`src/rtl/ipi_pkg.sv`:
```
package ipi_pkg;
  localparam int ADDR_W = 2;

  localparam logic [ADDR_W-1:0] TX_A_FLAG = 2'd0;
  localparam logic [ADDR_W-1:0] TX_A_SET  = 2'd1;
  localparam logic [ADDR_W-1:0] TX_A_CLR  = 2'd2;

  localparam logic [ADDR_W-1:0] RX_A_FLAG = 2'd0;
  localparam logic [ADDR_W-1:0] RX_A_ACK  = 2'd3;
endpackage

```
`src/rtl/ipi_rx_strobe.sv`:
```
module ipi_rx_strobe #(
  parameter bit HALF_RATE = 1'b0
) (
  input  logic clk,
  input  logic rst,
  output logic ce_o
);
  logic ce_q;

  generate
    if (HALF_RATE) begin : g_half
      always_ff @(posedge clk) begin
        if (rst) ce_q <= 1'b1;
        else     ce_q <= ~ce_q;
      end
    end else begin : g_full
      always_ff @(posedge clk) begin
        if (rst) ce_q <= 1'b1;
        else     ce_q <= 1'b1;
      end
    end
  endgenerate

  assign ce_o = ce_q;
endmodule

```
`src/rtl/ipi_wr_decode.sv`:
```
module ipi_wr_decode
  import ipi_pkg::*;
#(
  parameter int NUM_FLAGS = 32
) (
  input  logic                 tx_wr_en,
  input  logic [ADDR_W-1:0]    tx_addr,
  input  logic [NUM_FLAGS-1:0] tx_wdata,
  input  logic                 rx_wr_en,
  input  logic [ADDR_W-1:0]    rx_addr,
  input  logic [NUM_FLAGS-1:0] rx_wdata,
  input  logic                 rx_ce,
  output logic [NUM_FLAGS-1:0] set_o,
  output logic [NUM_FLAGS-1:0] clr_o
);
  logic tx_set_hit;
  logic tx_clr_hit;
  logic rx_ack_hit;

  always_comb begin
    tx_set_hit = tx_wr_en && (tx_addr == TX_A_SET);
    tx_clr_hit = tx_wr_en && (tx_addr == TX_A_CLR);
    // receiver side only samples on its own enabled cycles
    rx_ack_hit = rx_wr_en && rx_ce && (rx_addr == RX_A_ACK);
  end

  always_comb begin
    set_o = tx_set_hit ? tx_wdata : '0;
    clr_o = (tx_clr_hit ? tx_wdata : '0) | (rx_ack_hit ? rx_wdata : '0);
  end
endmodule

```
`src/rtl/ipi_flag_core.sv`:
```
module ipi_flag_core #(
  parameter int NUM_FLAGS = 32
) (
  input  logic                 clk,
  input  logic                 rst,
  input  logic [NUM_FLAGS-1:0] set_i,
  input  logic [NUM_FLAGS-1:0] clr_i,
  output logic [NUM_FLAGS-1:0] flags_o,
  output logic [NUM_FLAGS-1:0] rise_o
);
  logic [NUM_FLAGS-1:0] flag_q;

  generate
    for (genvar i = 0; i < NUM_FLAGS; i++) begin : g_flag
      // set dominates any clear or acknowledge in the same cycle
      always_ff @(posedge clk) begin
        if (rst)           flag_q[i] <= 1'b0;
        else if (set_i[i]) flag_q[i] <= 1'b1;
        else if (clr_i[i]) flag_q[i] <= 1'b0;
      end
      assign rise_o[i] = set_i[i] & ~flag_q[i];
    end
  endgenerate

  assign flags_o = flag_q;
endmodule

```
`src/rtl/ipi_irq_hold.sv`:
```
module ipi_irq_hold #(
  parameter int NUM_FLAGS = 32
) (
  input  logic                 clk,
  input  logic                 rst,
  input  logic [NUM_FLAGS-1:0] rise_i,
  input  logic                 rx_ce,
  output logic [NUM_FLAGS-1:0] irq_o
);
  logic [NUM_FLAGS-1:0] pend_q;

  generate
    for (genvar i = 0; i < NUM_FLAGS; i++) begin : g_pend
      // a new rise re-arms; otherwise drop once an enabled cycle has shown it
      always_ff @(posedge clk) begin
        if (rst)            pend_q[i] <= 1'b0;
        else if (rise_i[i]) pend_q[i] <= 1'b1;
        else if (rx_ce)     pend_q[i] <= 1'b0;
      end
    end
  endgenerate

  assign irq_o = pend_q;
endmodule

```
`src/rtl/ipi_flag_bank.sv`:
```
module ipi_flag_bank
  import ipi_pkg::*;
#(
  parameter int NUM_FLAGS    = 32,
  parameter bit RX_HALF_RATE = 1'b0
) (
  input  logic                 clk,
  input  logic                 rst,
  input  logic                 tx_wr_en,
  input  logic [1:0]           tx_addr,
  input  logic [NUM_FLAGS-1:0] tx_wdata,
  input  logic                 rx_wr_en,
  input  logic [1:0]           rx_addr,
  input  logic [NUM_FLAGS-1:0] rx_wdata,
  output logic [NUM_FLAGS-1:0] flags_o,
  output logic [NUM_FLAGS-1:0] rx_irq_o,
  output logic                 rx_ce_o
);
  logic [NUM_FLAGS-1:0] set_v;
  logic [NUM_FLAGS-1:0] clr_v;
  logic [NUM_FLAGS-1:0] rise_v;
  logic                 ce;

  ipi_rx_strobe #(.HALF_RATE(RX_HALF_RATE)) u_strobe (
    .clk  (clk),
    .rst  (rst),
    .ce_o (ce)
  );

  ipi_wr_decode #(.NUM_FLAGS(NUM_FLAGS)) u_decode (
    .tx_wr_en (tx_wr_en),
    .tx_addr  (tx_addr),
    .tx_wdata (tx_wdata),
    .rx_wr_en (rx_wr_en),
    .rx_addr  (rx_addr),
    .rx_wdata (rx_wdata),
    .rx_ce    (ce),
    .set_o    (set_v),
    .clr_o    (clr_v)
  );

  ipi_flag_core #(.NUM_FLAGS(NUM_FLAGS)) u_core (
    .clk     (clk),
    .rst     (rst),
    .set_i   (set_v),
    .clr_i   (clr_v),
    .flags_o (flags_o),
    .rise_o  (rise_v)
  );

  ipi_irq_hold #(.NUM_FLAGS(NUM_FLAGS)) u_irq (
    .clk    (clk),
    .rst    (rst),
    .rise_i (rise_v),
    .rx_ce  (ce),
    .irq_o  (rx_irq_o)
  );

  assign rx_ce_o = ce;
endmodule

```
`config.mk`:
```
export PLATFORM = sky130hd
export DESIGN_NAME = ipi_flag_bank
export DESIGN_NICKNAME = d
export VERILOG_FILES = /design/src/rtl/ipi_pkg.sv /design/src/rtl/ipi_rx_strobe.sv /design/src/rtl/ipi_wr_decode.sv /design/src/rtl/ipi_flag_core.sv /design/src/rtl/ipi_irq_hold.sv /design/src/rtl/ipi_flag_bank.sv
export SDC_FILE = /design/constraint.sdc
export NUM_CORES = 1
export LEC_CHECK = 0
export BUFFER_PORTS_ARGS = -buffer_cell sky130_fd_sc_hd__buf_2
export CORE_MARGIN = 2
export CORE_UTILIZATION = 46
export CTS_BUF_LIST = sky130_fd_sc_hd__clkbuf_8 sky130_fd_sc_hd__clkbuf_16
export DETAILED_ROUTE_END_ITERATION = 12
export HOLD_SLACK_MARGIN = 0.02
export PLACE_DENSITY = 0.83
export SLEW_MARGIN = 20
export SYNTH_ARGS = -nofsm -noshare
export SYNTH_HDL_FRONTEND = slang
export SYNTH_SLANG_ARGS = --single-unit
```
`constraint.sdc`:
```
create_clock -name clk -period 1.5 [get_ports clk]
set_clock_uncertainty 0.15 [all_clocks]
set_input_delay 0.3 -clock clk [delete_from_list [all_inputs] [get_ports clk]]
set_output_delay 0.3 -clock clk [all_outputs]
set_load 0.03 [all_outputs]
```
# [Word level (Yosys, flattened, before mapping)]
# Index checks and enable logic that the tools add are counted.
[classes] n_eq_ne=3 muxes=99 bitwise_logic=65 reduce_logical=35
[ops] op="$mux 1" count=96
[ops] op="$mux 32" count=3
[ops] op="$reduce_bool 2->1" count=32
[ops] op="$and 1x1->1" count=32
[ops] op="$not 1->1" count=32
[ops] op="$or 32x32->32" count=1
[ops] op="$eq 2x2->1 const B" count=2
[ops] op="$logic_and 1x1->1" count=3
[ops] op="$eq 2x1->1 const B" count=1
[totals] ff_bits=64 out_inout_bits=65

# [Longest topological paths before layout]
# Gate-level depths: netlist of the first run.
[logic_depth] depth_word=6 mapped_depth=5 mapped_depth_nobuf=2

# [By module]
# A second synthesis of the first run with hierarchy kept.
[unflattened] cells_unflattened=377 area_unflattened_um2=3030.4
[modules_own_cells] mod="ipi_flag_core" instances=1 cells_each=163 area_each_um2=1275.0
[modules_own_cells] mod="ipi_irq_hold" instances=1 cells_each=134 area_each_um2=1151.1
[modules_own_cells] mod="ipi_wr_decode" instances=1 cells_each=78 area_each_um2=593.1
[modules_own_cells] mod="ipi_rx_strobe" instances=1 cells_each=2 area_each_um2=11.3

# [Least setup slack after synthesis of the first run]
# OpenSTA, ideal clock, no wires.
[synth_timing] kind="input -> register" startpoint="input port tx_wr_en" endpoint="register u_core.flag_q[0], in the netlist u_core.flags_o[0]" setup_time_ns=0.117 arrival_ns=1.052 required_time_ns=1.233 slack_ns=0.180 path_stages=5 n_path_buf=3 cell_sequence="buf_2 -> and4bb_1 -> buf_6 -> buf_8 -> a32o_1"
[synth_between] elab_chain_cells=4 elab_cells_between_ends=7
[synth_rtl] item="from (decl)" line_no="ipi_flag_bank.sv:9" text="input logic tx_wr_en,"
[synth_rtl] item="$logic_and 1x1->1" line_no="ipi_wr_decode.sv:22" text="tx_clr_hit = tx_wr_en && (tx_addr == TX_A_CLR);"
[synth_rtl] item="$mux 32" line_no="ipi_wr_decode.sv:29" text="clr_o = (tx_clr_hit ? tx_wdata : '0) | (rx_ack_hit ? rx_wdata : '0);"
[synth_rtl] item="$or 32x32->32" line_no="ipi_wr_decode.sv:29"
[synth_rtl] item="$reduce_bool 2->1 (no line)"
[synth_rtl] item="to (signal, indexed assignment)" line_no="ipi_flag_core.sv:17" text="if (rst) flag_q[i] <= 1'b0;"
[synth_rtl] item="to (signal, indexed assignment)" line_no="ipi_flag_core.sv:18" text="else if (set_i[i]) flag_q[i] <= 1'b1;"
[synth_rtl] item="to (signal, indexed assignment)" line_no="ipi_flag_core.sv:19" text="else if (clr_i[i]) flag_q[i] <= 1'b0;"
[synth_rtl] item="to (decl)" line_no="ipi_flag_core.sv:11" text="logic [NUM_FLAGS-1:0] flag_q;"
# Parallel ways exist; a longest one is shown, timed or not.
# A chain may end at the register's enable or synchronous reset.

# [Worst setup path after layout of the first run]
[layout_timing] startpoint="register u_core.flag_q[3], in the netlist u_core.flags_o[3]" endpoint="output port flags_o[3]"
[layout_rtl] item="to (decl)" line_no="ipi_flag_bank.sv:15" text="output logic [NUM_FLAGS-1:0] flags_o,"
# No word-level cell between the ends.

==> flow_summary.toml, run 1 <==
[status]
status = "completed"

[timing]
tns_ps = 0
worst_slack_ps = 108.0
hold_ws_ps = 45.59
fin_crit_sh = 0.9280
hold_viol_final = 0
finalMaxSlewViolations = 0
min_period_ps = 1392
max_clock_freq_ghz = 0.7184
grt_setup_unrepaired = "false"
finalSetupViolations = 0

[floorplan]
num_io_pins = 137
fp.dieW_microns = 83.59
die-area_sq_um = 6987
num_rows = 28
design.core.area_sq_um = 6026
initial_core_util = 0.4836
dieHeight_microns = 83.59

[detailed_routing]
drc = 0
dr_wl_met2_microns = 4051
via_per_inst = 5.916
route.top_layer_used = "met4"
initialDrtViolationCount = 207
wl_met3_microns = 710
wl_met1_microns = 3374
wl_per_cell_microns = 17.56
dr_total_vias = 2763
ant_nets = 0
firstDrtPassIters = 4
routed_wl_microns = 8199

[synth]
yosys.area.top_type = "dfxtp_1"
ys_seq_area_frac = 0.4397
syn_inst = 259
synthTopCellsByArea = "dfxtp_1, nor3b_2, a32o_1, nand4b_1, nand4_1"
avgSynthCellArea_sq_um = 11.25
synth_seq_cells = 64
syn_nets = 331
yosys_warnings = 0
ys_types = 16
syn_area_sq_um = 2914
synth_top_cell_area_share = 0.4397

[cts]
cts_tree = "done"
cts_hold_buffers = 0
numClockSinks = 64
clock_path_buffers = 2
cts_max_level = 3
post-cts-setup-buffers = 0
cts_resized = 0
clock_latency_ps = 340
cts_buffers = 9
root_buffer = "clkbuf_8"
clk_pin_slew_ps = 80

[power]
cellLeakagePower_nw = 1.662
p_per_area_nw_per_um2 = 1094
ir_drop_mv = 0.6282

[setup_path]
cp_slowest_cell = "dfxtp_1"
arrival_ps = 940
worstPathMaxFanout = 3
reg2regPathDepth = 2
start_kind = "register"
critical_path_buf_inv_count = 1
critPathTopFamily = "flip-flops"
r2r-start = "u_core.flags_o[31]"
cpPeakStageDelay_ps = 380
r2r_slack_ps = 550
r2r-end = "u_core.flags_o[31]"
end_kind = "primary output"
required_ps = 1050
critPathKind = "reg2out"
path_cells = "buf_2"

[hold_path]
worstHoldStart = "tx_wdata[25]"
min-delay-path-class = "in2reg"
whs_endpoint = "u_core.flags_o[25]"
hold_path_depth = 2

[global_route]
antenna_found_initial = 0
grt_max_degree = 33
grt_pass1_vias = 2651
grt_pass1_wl_microns = 13100
grt.total_usage = 0.2308
grt-ovfl-total = 0

[layout]
nNetsFinal = 459
area_growth_pct = 34.26
drive_gt1_frac = 0.5000
diodes = 0
stdcell_area_sq_um = 3913

[placed_design]
dp_slack_ps = 86.14
place_area_sq_um = 3645
io_buffer_count = 135
gp_congestion = 0.7467
dp_hpwl_microns = 5589

[run]
cap_violations = 0
[state kept, by name (all words and copies together), names as in the netlist]
register and cells:
u_core.flags_o 32, u_irq.irq_o 32
[synth_stat cells, drive strengths merged]
master    n
dfxtp    64
nor3b    32
conb      1
and2b     2
clkbuf   10
a32o     32
nand4bb   1
buf      22
nand4    32
nand4b   32
and4bb    1
nor2b    30
[cell families (layout without fill, tap and decap cells)]
logic type / Yosys count / count (layout) / share of synthesized area
buffers and inverters: 32 / 165 / 0.07256
and+or+nand+nor: 130 / 130 / 0.3766
AOI/OAI and AO/OA: 32 / 32 / 0.1099
other: 1 / 1 / 0.001287
DFF: 64 / 64 / 0.4397
[cells in the final DEF, fill, tap and decap left out, types with 2 or more instances in the layout]
master	count
clkbuf_8	9
a32o_1	32
dfxtp_1	64
bufinv_16	4
nand4_1	32
nor3b_1	2
nand4b_1	32
nor2b_1	30
nor3b_2	30
buf_4	9
clkinvlp_4	2
buf_2	135
and2b_1	2
buf_12	5
[routing by layer]
layer / vias to the layer above / global-route usage
met5: - / 0
met2: 144 / 0.3825
li1: 1270 / -
met1: 1341 / 0.2872
met3: 8 / 0.07221
met4: 0 / 0.07038
[area by class of cell]
type,instances,area [sq um]
tap,75,93.84
sequential,64,1281
clock inverter,7,143.9
clock buffer,9,123.9
timing repair buffer,149,843.3
fill,490,2113
multi-input combinational,163,1426
[per-stage QoR]
stage               total power, mW  utilization  cells
CTS                           4.310       0.6493    467
finish                        4.280       0.6493    467
global placement              2.324       0.6049    451
floorplan                     2.106            -    259
global route                  4.416       0.6493    467
detailed placement            2.334       0.6049    451
[power by group]
part | internal [mW] | total [mW] | switching [mW]
Clock | 1.27 | 1.98 | 0.706
Combinational | 0.220 | 0.528 | 0.308
Sequential | 1.74 | 1.77 | 0.0294
Total | 3.24 | 4.28 | 1.04
[worst max path at each step]
stage / startpoint / endpoint / slack [ps] / depth (start not counted)
after CTS: u_core.flags_o[31] / flags_o[31] / 100 / 1
after detailed placement: rst / u_irq.irq_o[26] / 90 / 4
after floorplan: tx_wr_en / u_core.flags_o[0] / 180 / 5
after global routing: u_core.flags_o[22] / flags_o[22] / 60 / 1
after global placement: rst / u_irq.irq_o[14] / 170 / 4
final: u_core.flags_o[3] / flags_o[3] / 110 / 1
No activity file was read; power rests on OpenSTA's default activity.
==> inputs of run 2 (changes only) <==
ABC_CLOCK_PERIOD_IN_PS = 1500   (was not set)
CELL_PAD_IN_SITES_DETAIL_PLACEMENT = 0   (was not set)
CELL_PAD_IN_SITES_GLOBAL_PLACEMENT = 1   (was not set)
CORE_UTILIZATION = 34   (was 46)
==> run 2 against run 1 <==
Sequential cell count stayed put; critical path depth is the same; die area rose by 33%; cell count up 6.6%; critical endpoint is now flags_o[4].
==> flow_summary.toml, run 2 (synthesis results as in run 1) <==
[status]
status = "completed"

[setup_path]
end_kind = "primary output"
arrival_ps = 940
cp.depth = 1
endpoint = "flags_o[4]"
critPathKind = "reg2out"
cpPeakStageDelay_ps = 390
worstSetupStartpoint = "u_core.flags_o[4]"
required_ps = 1050
critical_path_buf_inv_count = 1
r2r-start = "u_core.flags_o[31]"
path_cells = "buf_2"
r2r-end = "u_core.flags_o[31]"
r2r_slack_ps = 550
start_kind = "register"
cp_slowest_cell = "dfxtp_1"
reg2regPathDepth = 2
worstPathMaxFanout = 3
critPathTopFamily = "flip-flops"

[cts]
root_buffer = "clkbuf_8"
cts_max_level = 3
clk_pin_slew_ps = 70
post-cts-setup-buffers = 0
cts_resized = 0
cts_tree = "done"
clock_latency_ps = 320
numClockSinks = 64
cts_hold_buffers = 0
cts_buffers = 9
clock_path_buffers = 2

[timing]
hold_viol_final = 0
hold_ws_ps = 60.88
finalMaxSlewViolations = 0
min_period_ps = 1390
max_clock_freq_ghz = 0.7194
tns_ps = 0
finalSetupViolations = 0
fin_crit_sh = 0.9267
grt_setup_unrepaired = "false"
worst_slack_ps = 109.9

[layout]
post-route-util = 0.4773
layout_commonest_cell = "buf_2"
drive_gt1_frac = 0.4987
fillCellCount = 780
layout_common_cells = "buf_2, dfxtp_1, nand4b_1, nand4_1, a32o_1"
nNetsFinal = 461
regArea_sq_um = 1281
multi_input_area_sq_um = 1438
area_growth_pct = 35.25
diodes = 0

[floorplan]
num_rows = 33
num_io_pins = 137
fp.dieW_microns = 96.58
die-area_sq_um = 9328
initial_core_util = 0.3529
dieHeight_microns = 96.58
design.core.area_sq_um = 8258

[placed_design]
dp_slack_ps = 124.7
gp_congestion = 0.7308
dp_hpwl_microns = 6069
io_buffer_count = 135

[global_route]
antenna_found_initial = 0
grt_pass1_vias = 2664
grt.total_usage = 0.1846
grt_pass1_wl_microns = 13210
grt-ovfl-total = 0
grt_max_degree = 32

[detailed_routing]
ant_nets = 0
wl_per_cell_microns = 17.22
dr_total_vias = 2744
firstDrtPassIters = 4
via_per_inst = 5.510
initialDrtViolationCount = 83
drc = 0
routed_wl_microns = 8576

[power]
power_mw = 3.955
cellLeakagePower_nw = 1.673
p_per_area_nw_per_um2 = 1003
ir_drop_mv = 0.3997

[run]
cap_violations = 0

[hold_path]
min-delay-path-class = "in2reg"
==> run 2: cell count changes in the layout (fill, tap and decap cells not counted) <==
| cell | change |
|---|---|
| nand4bb_4 | +1 |
| clkbuf_8 | +2 |
| nand4bb_2 | -1 |
| buf_12 | +1 |
| clkinv_4 | -1 |
| clkinv_2 | +1 |
| inv_1 | +1 |
| buf_4 | +1 |
| bufinv_16 | -2 |
| clkinvlp_4 | -2 |
==> run 2: worst min-delay path by stage <==
stage                           start                 end  slack, ps  cells past startpoint
finish                   tx_wdata[25]  u_core.flags_o[25]         60                      2
global route             tx_wdata[21]  u_core.flags_o[21]         40                      2
CTS                      tx_wdata[22]  u_core.flags_o[22]         40                      2
detailed placement  u_core.flags_o[1]      u_irq.irq_o[1]        280                      1
global placement    u_core.flags_o[9]      u_irq.irq_o[9]        280                      1
floorplan                 tx_wdata[0]   u_core.flags_o[0]        280                      1
==> run 2: power by group <==
part | leakage, nW | total [mW] | internal (mW) | switching, mW
Combinational | 1.04 | 0.539 | 0.225 | 0.314
Sequential | 0.519 | 1.77 | 1.74 | 0.0298
Clock | 0.117 | 1.64 | 1.01 | 0.633
==> run 2: final cells by class <==
type,count,share of cell area
repair buffers,151,0.2210
clock buffers,11,0.03841
clock inverters,4,0.01746
flip-flops and latches,64,0.3251
well taps,105,0.03333
multi-input cells,163,0.3648
==> run 2: through the flow <==
| stage | std cells | area [sq um] |
|---|---|---|
| finish | 498 | 3941 |
| global placement | 483 | 3721 |
| detailed placement | 483 | 3721 |
| global route | 498 | 3941 |
| CTS | 498 | 3941 |
| floorplan | 259 | 2914 |
==> run 2: layer usage <==
layer	part of all wire	global-route usage
met3	0.10	0.06827
met2	0.47	0.2824
met4	0.0061	0.06221
met5	0	0
met1	0.42	0.2402
